File: src/rtl/gpio_bank_pkg.sv
package gpio_bank_pkg;
  localparam int unsigned WORD_W = 32;
  localparam int unsigned ADDR_W = 7;
  localparam int unsigned PAD_W  = 2 * WORD_W;

  localparam logic [ADDR_W-1:0] OFS_DIR  = 7'h00;
  localparam logic [ADDR_W-1:0] OFS_LVL  = 7'h10;
  localparam logic [ADDR_W-1:0] OFS_DRV  = 7'h18;
  localparam logic [ADDR_W-1:0] OFS_IEN  = 7'h40;
  localparam logic [ADDR_W-1:0] OFS_EDG  = 7'h48;
  localparam logic [ADDR_W-1:0] OFS_PEND = 7'h50;
  localparam logic [ADDR_W-1:0] OFS_WMSK = 7'h58;
endpackage

File: src/rtl/gpio_bank_sync.sv
module gpio_bank_sync #(
  parameter int W      = 36,
  parameter int STAGES = 2
) (
  input  logic         clk,
  input  logic         rst,
  input  logic [W-1:0] d,
  output logic [W-1:0] q
);
  logic [STAGES-1:0][W-1:0] stg;

  always_ff @(posedge clk) begin
    if (rst) stg <= '0;
    else     stg <= {stg[STAGES-2:0], d};
  end

  assign q = stg[STAGES-1];
endmodule

File: src/rtl/gpio_bank_edge.sv
module gpio_bank_edge #(
  parameter int W = 36
) (
  input  logic         clk,
  input  logic         rst,
  input  logic [W-1:0] lvl,
  input  logic [W-1:0] pol,
  input  logic [W-1:0] clr,
  input  logic [W-1:0] ien,
  input  logic [W-1:0] wmsk,
  output logic [W-1:0] lvl_d,
  output logic [W-1:0] pend,
  output logic         irq,
  output logic         wake
);
  logic [W-1:0] hit;

  // rising edges when polarity is 0, falling edges when it is 1
  always_comb hit = (lvl & ~lvl_d & ~pol) | (~lvl & lvl_d & pol);

  always_ff @(posedge clk) begin
    if (rst) begin
      lvl_d <= '0;
      pend  <= '0;
      irq   <= 1'b0;
      wake  <= 1'b0;
    end else begin
      lvl_d <= lvl;
      pend  <= (pend & ~clr) | hit;   // capture beats clear
      irq   <= |(pend & ien);
      wake  <= |(pend & wmsk);
    end
  end
endmodule

File: src/rtl/gpio_bank_regs.sv
module gpio_bank_regs
  import gpio_bank_pkg::*;
#(
  parameter int NUM_PINS = 36
) (
  input  logic                clk,
  input  logic                rst,
  input  logic                bus_wr,
  input  logic                bus_rd,
  input  logic [ADDR_W-1:2]   bus_addr,
  input  logic [WORD_W-1:0]   bus_wdata,
  output logic [WORD_W-1:0]   bus_rdata,
  input  logic [NUM_PINS-1:0] level,
  input  logic [NUM_PINS-1:0] pend,
  output logic [NUM_PINS-1:0] dir_q,
  output logic [NUM_PINS-1:0] drv_q,
  output logic [NUM_PINS-1:0] ien_q,
  output logic [NUM_PINS-1:0] pol_q,
  output logic [NUM_PINS-1:0] wmsk_q,
  output logic [NUM_PINS-1:0] clr
);
  localparam logic [PAD_W-1:0] PIN_MASK = {PAD_W{1'b1}} >> (PAD_W - NUM_PINS);

  logic [ADDR_W-1:0] base;
  logic              hi;
  logic [PAD_W-1:0]  dir_r, drv_r, ien_r, pol_r, wmsk_r;
  logic [PAD_W-1:0]  clr_pad, sel;
  logic [WORD_W-1:0] word;

  assign base = {bus_addr[ADDR_W-1:3], 3'b000};
  assign hi   = bus_addr[2];

  function automatic logic [PAD_W-1:0] merge(input logic [PAD_W-1:0] old,
                                             input logic h,
                                             input logic [WORD_W-1:0] d);
    logic [PAD_W-1:0] n;
    n = old;
    if (h) n[PAD_W-1:WORD_W] = d;
    else   n[WORD_W-1:0]     = d;
    return n & PIN_MASK;
  endfunction

  always_ff @(posedge clk) begin
    if (rst) begin
      dir_r  <= '0;
      drv_r  <= '0;
      ien_r  <= '0;
      pol_r  <= '0;
      wmsk_r <= '0;
    end else if (bus_wr) begin
      case (base)
        OFS_DIR:  dir_r  <= merge(dir_r,  hi, bus_wdata);
        OFS_DRV:  drv_r  <= merge(drv_r,  hi, bus_wdata);
        OFS_IEN:  ien_r  <= merge(ien_r,  hi, bus_wdata);
        OFS_EDG:  pol_r  <= merge(pol_r,  hi, bus_wdata);
        OFS_WMSK: wmsk_r <= merge(wmsk_r, hi, bus_wdata);
        default: ;
      endcase
    end
  end

  always_comb begin
    clr_pad = '0;
    if (bus_wr && base == OFS_PEND) clr_pad = merge('0, hi, bus_wdata);
  end

  always_comb begin
    case (base)
      OFS_DIR:  sel = dir_r;
      OFS_LVL:  sel = PAD_W'(level);
      OFS_DRV:  sel = drv_r;
      OFS_IEN:  sel = ien_r;
      OFS_EDG:  sel = pol_r;
      OFS_PEND: sel = PAD_W'(pend);
      OFS_WMSK: sel = wmsk_r;
      default:  sel = '0;
    endcase
    word = hi ? sel[PAD_W-1:WORD_W] : sel[WORD_W-1:0];
  end

  always_ff @(posedge clk) begin
    if (rst)         bus_rdata <= '0;
    else if (bus_rd) bus_rdata <= word;
    else             bus_rdata <= '0;
  end

  assign dir_q  = dir_r[NUM_PINS-1:0];
  assign drv_q  = drv_r[NUM_PINS-1:0];
  assign ien_q  = ien_r[NUM_PINS-1:0];
  assign pol_q  = pol_r[NUM_PINS-1:0];
  assign wmsk_q = wmsk_r[NUM_PINS-1:0];
  assign clr    = clr_pad[NUM_PINS-1:0];
endmodule

File: src/rtl/gpio_edge_bank.sv
module gpio_edge_bank
  import gpio_bank_pkg::*;
#(
  parameter int NUM_PINS    = 36,
  parameter int SYNC_STAGES = 2
) (
  input  logic                clk,
  input  logic                rst,
  input  logic                bus_wr,
  input  logic                bus_rd,
  input  logic [ADDR_W-1:2]   bus_addr,
  input  logic [WORD_W-1:0]   bus_wdata,
  output logic [WORD_W-1:0]   bus_rdata,
  input  logic [NUM_PINS-1:0] pin_in,
  output logic [NUM_PINS-1:0] pin_oe,
  output logic [NUM_PINS-1:0] pin_out,
  output logic                irq,
  output logic                wake
);
  logic [NUM_PINS-1:0] lvl_w, lvl_d_w, pend_w, clr_w, ien_w, pol_w, wmsk_w;

  gpio_bank_sync #(.W(NUM_PINS), .STAGES(SYNC_STAGES)) sync_i (
    .clk (clk),
    .rst (rst),
    .d   (pin_in),
    .q   (lvl_w)
  );

  gpio_bank_regs #(.NUM_PINS(NUM_PINS)) regs_i (
    .clk       (clk),
    .rst       (rst),
    .bus_wr    (bus_wr),
    .bus_rd    (bus_rd),
    .bus_addr  (bus_addr),
    .bus_wdata (bus_wdata),
    .bus_rdata (bus_rdata),
    .level     (lvl_w),
    .pend      (pend_w),
    .dir_q     (pin_oe),
    .drv_q     (pin_out),
    .ien_q     (ien_w),
    .pol_q     (pol_w),
    .wmsk_q    (wmsk_w),
    .clr       (clr_w)
  );

  gpio_bank_edge #(.W(NUM_PINS)) edge_i (
    .clk   (clk),
    .rst   (rst),
    .lvl   (lvl_w),
    .pol   (pol_w),
    .clr   (clr_w),
    .ien   (ien_w),
    .wmsk  (wmsk_w),
    .lvl_d (lvl_d_w),
    .pend  (pend_w),
    .irq   (irq),
    .wake  (wake)
  );
endmodule

File: config.mk
export PLATFORM = sky130hd
export DESIGN_NAME = gpio_edge_bank
export DESIGN_NICKNAME = d
export VERILOG_FILES = /design/src/rtl/gpio_bank_pkg.sv /design/src/rtl/gpio_bank_sync.sv /design/src/rtl/gpio_bank_edge.sv /design/src/rtl/gpio_bank_regs.sv /design/src/rtl/gpio_edge_bank.sv
export SDC_FILE = /design/constraint.sdc
export NUM_CORES = 1
export LEC_CHECK = 0
export BUFFER_PORTS_ARGS = -buffer_cell sky130_fd_sc_hd__buf_2
export CAP_MARGIN = 20
export CORE_AREA = 2 2 217 219
export CTS_CLUSTER_SIZE = 25
export DETAILED_ROUTE_END_ITERATION = 7
export DIE_AREA = 0 0 219 221
export GPL_TIMING_DRIVEN = 0
export PLACE_DENSITY = 0.58
export SLEW_MARGIN = 25
export SYNTH_ARGS = -nofsm -noshare
export SYNTH_HDL_FRONTEND = slang
export SYNTH_SLANG_ARGS = --single-unit
File: constraint.sdc
create_clock -name clk -period 1.53 [get_ports clk]
set_input_delay 0.306 -clock clk [delete_from_list [all_inputs] [get_ports clk]]
set_output_delay 0.306 -clock clk [all_outputs]
set_load 0.01 [all_outputs]
==> flow_summary.yaml <==
run_status:
  status: "finished, violations left"
  violations: "DRC, hold timing, setup timing"
power_and_ir_drop:
  p_leak_nw: 6.377
  p_per_area_nw_per_um2: 1199
  peakVddDrop_uv: 609.3
synth:
  synthTopCellsByArea: "dfxtp_1 53%, nand2_1 9.1%, nor2b_1 6.3%, a21oi_1 6.0%, a22oi_1 5.1%"
  netlist_instances: 1524
  ys_types: 40
  yosys.area.top_type: "dfxtp_1"
  yosys_warnings: 0
  ys_seq_elements: 358
  synth_top_area_share_pct: 52.56
  postSynthAreaPerCell_sq_um: 8.947
  yosysSeqAreaShare_pct: 52.56
  synthesis.area_sq_um: 13640
  synth_nets: 1601
worst_hold_path:
  holdCritPathClass: "input pin to flip-flop"
  min_to: "sync_i.stg[7]$_SDFF_PP0_"
  worstHoldStart: "pin_in[7]"
  hold_path_depth: 2
drt:
  drc: 8
  drtAntennaViolNets: 0
  drt-initial-drc-count: 1583
  viasPerCell: 5.374
  vias: 13040
  first_pass_iters: 8
  avgRoutedWirePerCell_um: 23.10
  routed_wl_um: 56060
critical_path:
  reg2reg_from: "edge_i.pend[29]$_SDFF_PP0_"
  r2r-end: "edge_i.wake$_SDFF_PP0_"
  path_max_fanout: 10
  crit_family: "buffers and inverters"
  critical_path.endpoint_type: "flip-flop"
  r2r_slack_ns: 0
  cp_cell_sequence: "buf_2 -> buf_6 -> nor4b_4 -> clkbuf_4 -> a222oi_1 -> a31oi_2"
  crit_path_start: "bus_addr[6]"
  cp_data_arrival_time_ns: 2.01
  start_kind: "input pin"
  slowest_delay_ns: 0.55
  r2r_cells: 4
  critPathBufInv: 3
  cpMaxStageDelayCell: "nor4b_4"
  crit_required_ns: 2.00
  critical_path_class: "input pin to flip-flop"
clocking:
  clock-sinks: 358
  ctsRootBufferMaster: "clkbuf_16"
  cts.htree.levels: 2
  clock_path_buffers: 3
  cts_made_buffers: 41
  clk_latency_ns: 0.57
  cts.clk_slew.worst_paths_ns: 0.06
  tritoncts: "yes"
global_route:
  met1_usage_pct: 29.27
  grt.busiest_layer: "met2"
  use_met2_pct: 35.91
  track_usage_pct: 22.58
  grtUsageMet3_pct: 5.155
  overflow: 0
  grt_pass1_vias: 12530
  grt_pass1_wl_um: 81370
  antenna_found_initial: 3
  grt_max_degree: 13
timing:
  slew_headroom_pct: 35.04
  max_freq_mhz: 650.3
  min_period_ns: 1.538
  min_period_over_period_pct: 100.5
  clock_skew_ns: 0.01352
  whs_ns: -0.003115
  finalHoldViolCount: 1
  finalSetupViolCount: 5
  rsz0062_at_grt: "true"
  maxSlewViolCount: 0
  fin_ws_ns: -0.007834
  worstMarginPinSlew_ns: 0.9744
place:
  hpwl_um: 40150
  gp_congestion: 0.9152
  port_buffers: 181
  post-place-ws_ns: -1.115
floorplanning:
  die_w_um: 219
  ios: 183
  row_count: 79
  start_util_pct: 29.60
  die_y_um: 221
  die_area_sq_um: 48400
  fp.coreArea_sq_um: 46060
finish:
  layout-drive-gt1-share_pct: 20.89
  syn_to_final_growth_pct: 27.99
  nets: 1864
flow_run:
  maxCapViolCount: 0
[routing by layer]
metal	vias up	routed length [um]	share of wire (%)
met5	-	27	0.048
met4	4	2169	3.9
met3	128	4924	8.8
met2	698	25580	46
met1	6305	23350	42
li1	5907	-	-
[final cells by class]
| class | instances | area (sq um) |
|---|---|---|
| Timing Repair Buffer | 221 | 1297 |
| Tap cell | 607 | 759.5 |
| Antenna cell | 1 | 2.502 |
| Clock buffer | 61 | 1214 |
| Sequential cell | 358 | 7173 |
| Buffer | 120 | 678.2 |
| Clock inverter | 14 | 157.7 |
| Fill cell | 4708 | 28610 |
| Inverter | 4 | 15.01 |
| Multi-Input combinational cell | 1041 | 6155 |
[worst max-delay path by stage]
| stage | end | slack [ns] | depth (start not counted) |
|---|---|---|---|
| floorplan | regs_i.bus_rdata[0]$_SDFF_PP0_ | -0.03 | 6 |
| finish | regs_i.bus_rdata[14]$_SDFF_PP0_ | -0.008 | 6 |
| detailed placement | regs_i.bus_rdata[17]$_SDFF_PP0_ | -1.11 | 6 |
| global route | regs_i.pol_r[19]$_SDFFE_PP0P_ | -0.02 | 7 |
| global placement | regs_i.bus_rdata[14]$_SDFF_PP0_ | -1.08 | 6 |
| CTS | regs_i.bus_rdata[6]$_SDFF_PP0_ | 0.0003 | 8 |
[worst reg2reg max path, stage by stage (launching register included)]
cell	delay, ns
dfxtp_1	0.35
a22oi_1	0.30
nand4_1	0.19
nor4_4	0.32
a31oi_2	0.19
[stage by stage]
step                      util [%]  instances  power, mW   TNS, ns  area [sq um]
after global routing         37.89       2427      21.53  -0.03402         17450
final                        37.89       2427      20.92  -0.02238         17450
after CTS                    37.28       2424      21.02         0         17170
after floorplan                  -       1524      10.37   -0.6560         13650
after global placement       33.25       2312      10.92   -185.59         15310
after detailed placement     33.25       2312      10.95   -184.67         15310
[cells in the mapped netlist (all sizes together)]
master and count:
and4b 1, nor3b 31, nand3b 9, dfxtp 358, a221oi 32, o2111ai 4, and3b 1, inv 4
a22o 4, nor4bb 2, nor4b 3, nor4 3, and2 5, a222oi 32, clkbuf 72, nand2b 1
a31oi 38, nand3 33, nor2b 137, a22oi 92, mux2 4, nor2 48, nand2 332, mux2i 28
a21oi 164, o21ai 8, and4bb 1, o22a 4, nand4 6, buf 49, or3b 9, and3 9
[placed cells by master, fill, tap and decap left out, types with 5 or more instances in the layout]
cell type        n
a222oi_1        32
or3b_2           8
nor3b_1         31
and3_1           8
clkbuf_4         8
nor2b_1        137
buf_2          199
dlygate4sd3_1   35
nand3b_1         9
mux2i_1         28
nand4_1          6
buf_4           22
a31oi_2         20
dfxtp_1        353
clkbuf_16       43
clkbuf_8         7
a22oi_1         87
a31oi_1         16
clkinv_2         7
nand2_1        331
o21ai_0          5
a21oi_1        164
nand3_1         33
clkbuf_2        23
buf_6            7
a22oi_2          5
a221oi_1        30
clkbuf_1        54
dfxtp_2          5
nor2_1          48
[cells by family (layout without fill, tap and decap cells)]
group / after synthesis / in the layout / share of synthesized area [%]
flops: 358 / 358 / 52.56
other cells: 0 / 1 / 0
simple gates: 631 / 631 / 22.70
buf+inv: 125 / 420 / 4.056
compound gates: 378 / 378 / 18.30
mux: 32 / 32 / 2.386
[power breakdown]
part	leakage, nW	internal [mW]	switching [mW]
Combinational	2.79	0.435	0.717
Clock	0.672	6.01	4.03
Sequential	2.91	9.53	0.205
Total	6.38	16.0	4.95
[what timing repair did]
item	CTS	global route
gates resized for setup	40	83
endpoints found under the setup margin	107	134
buffers inserted	2	3
hold buffers	35	0
pin swaps	7	9
hold endpoints to repair	35	0
Power figures use the tool's default switching activity.
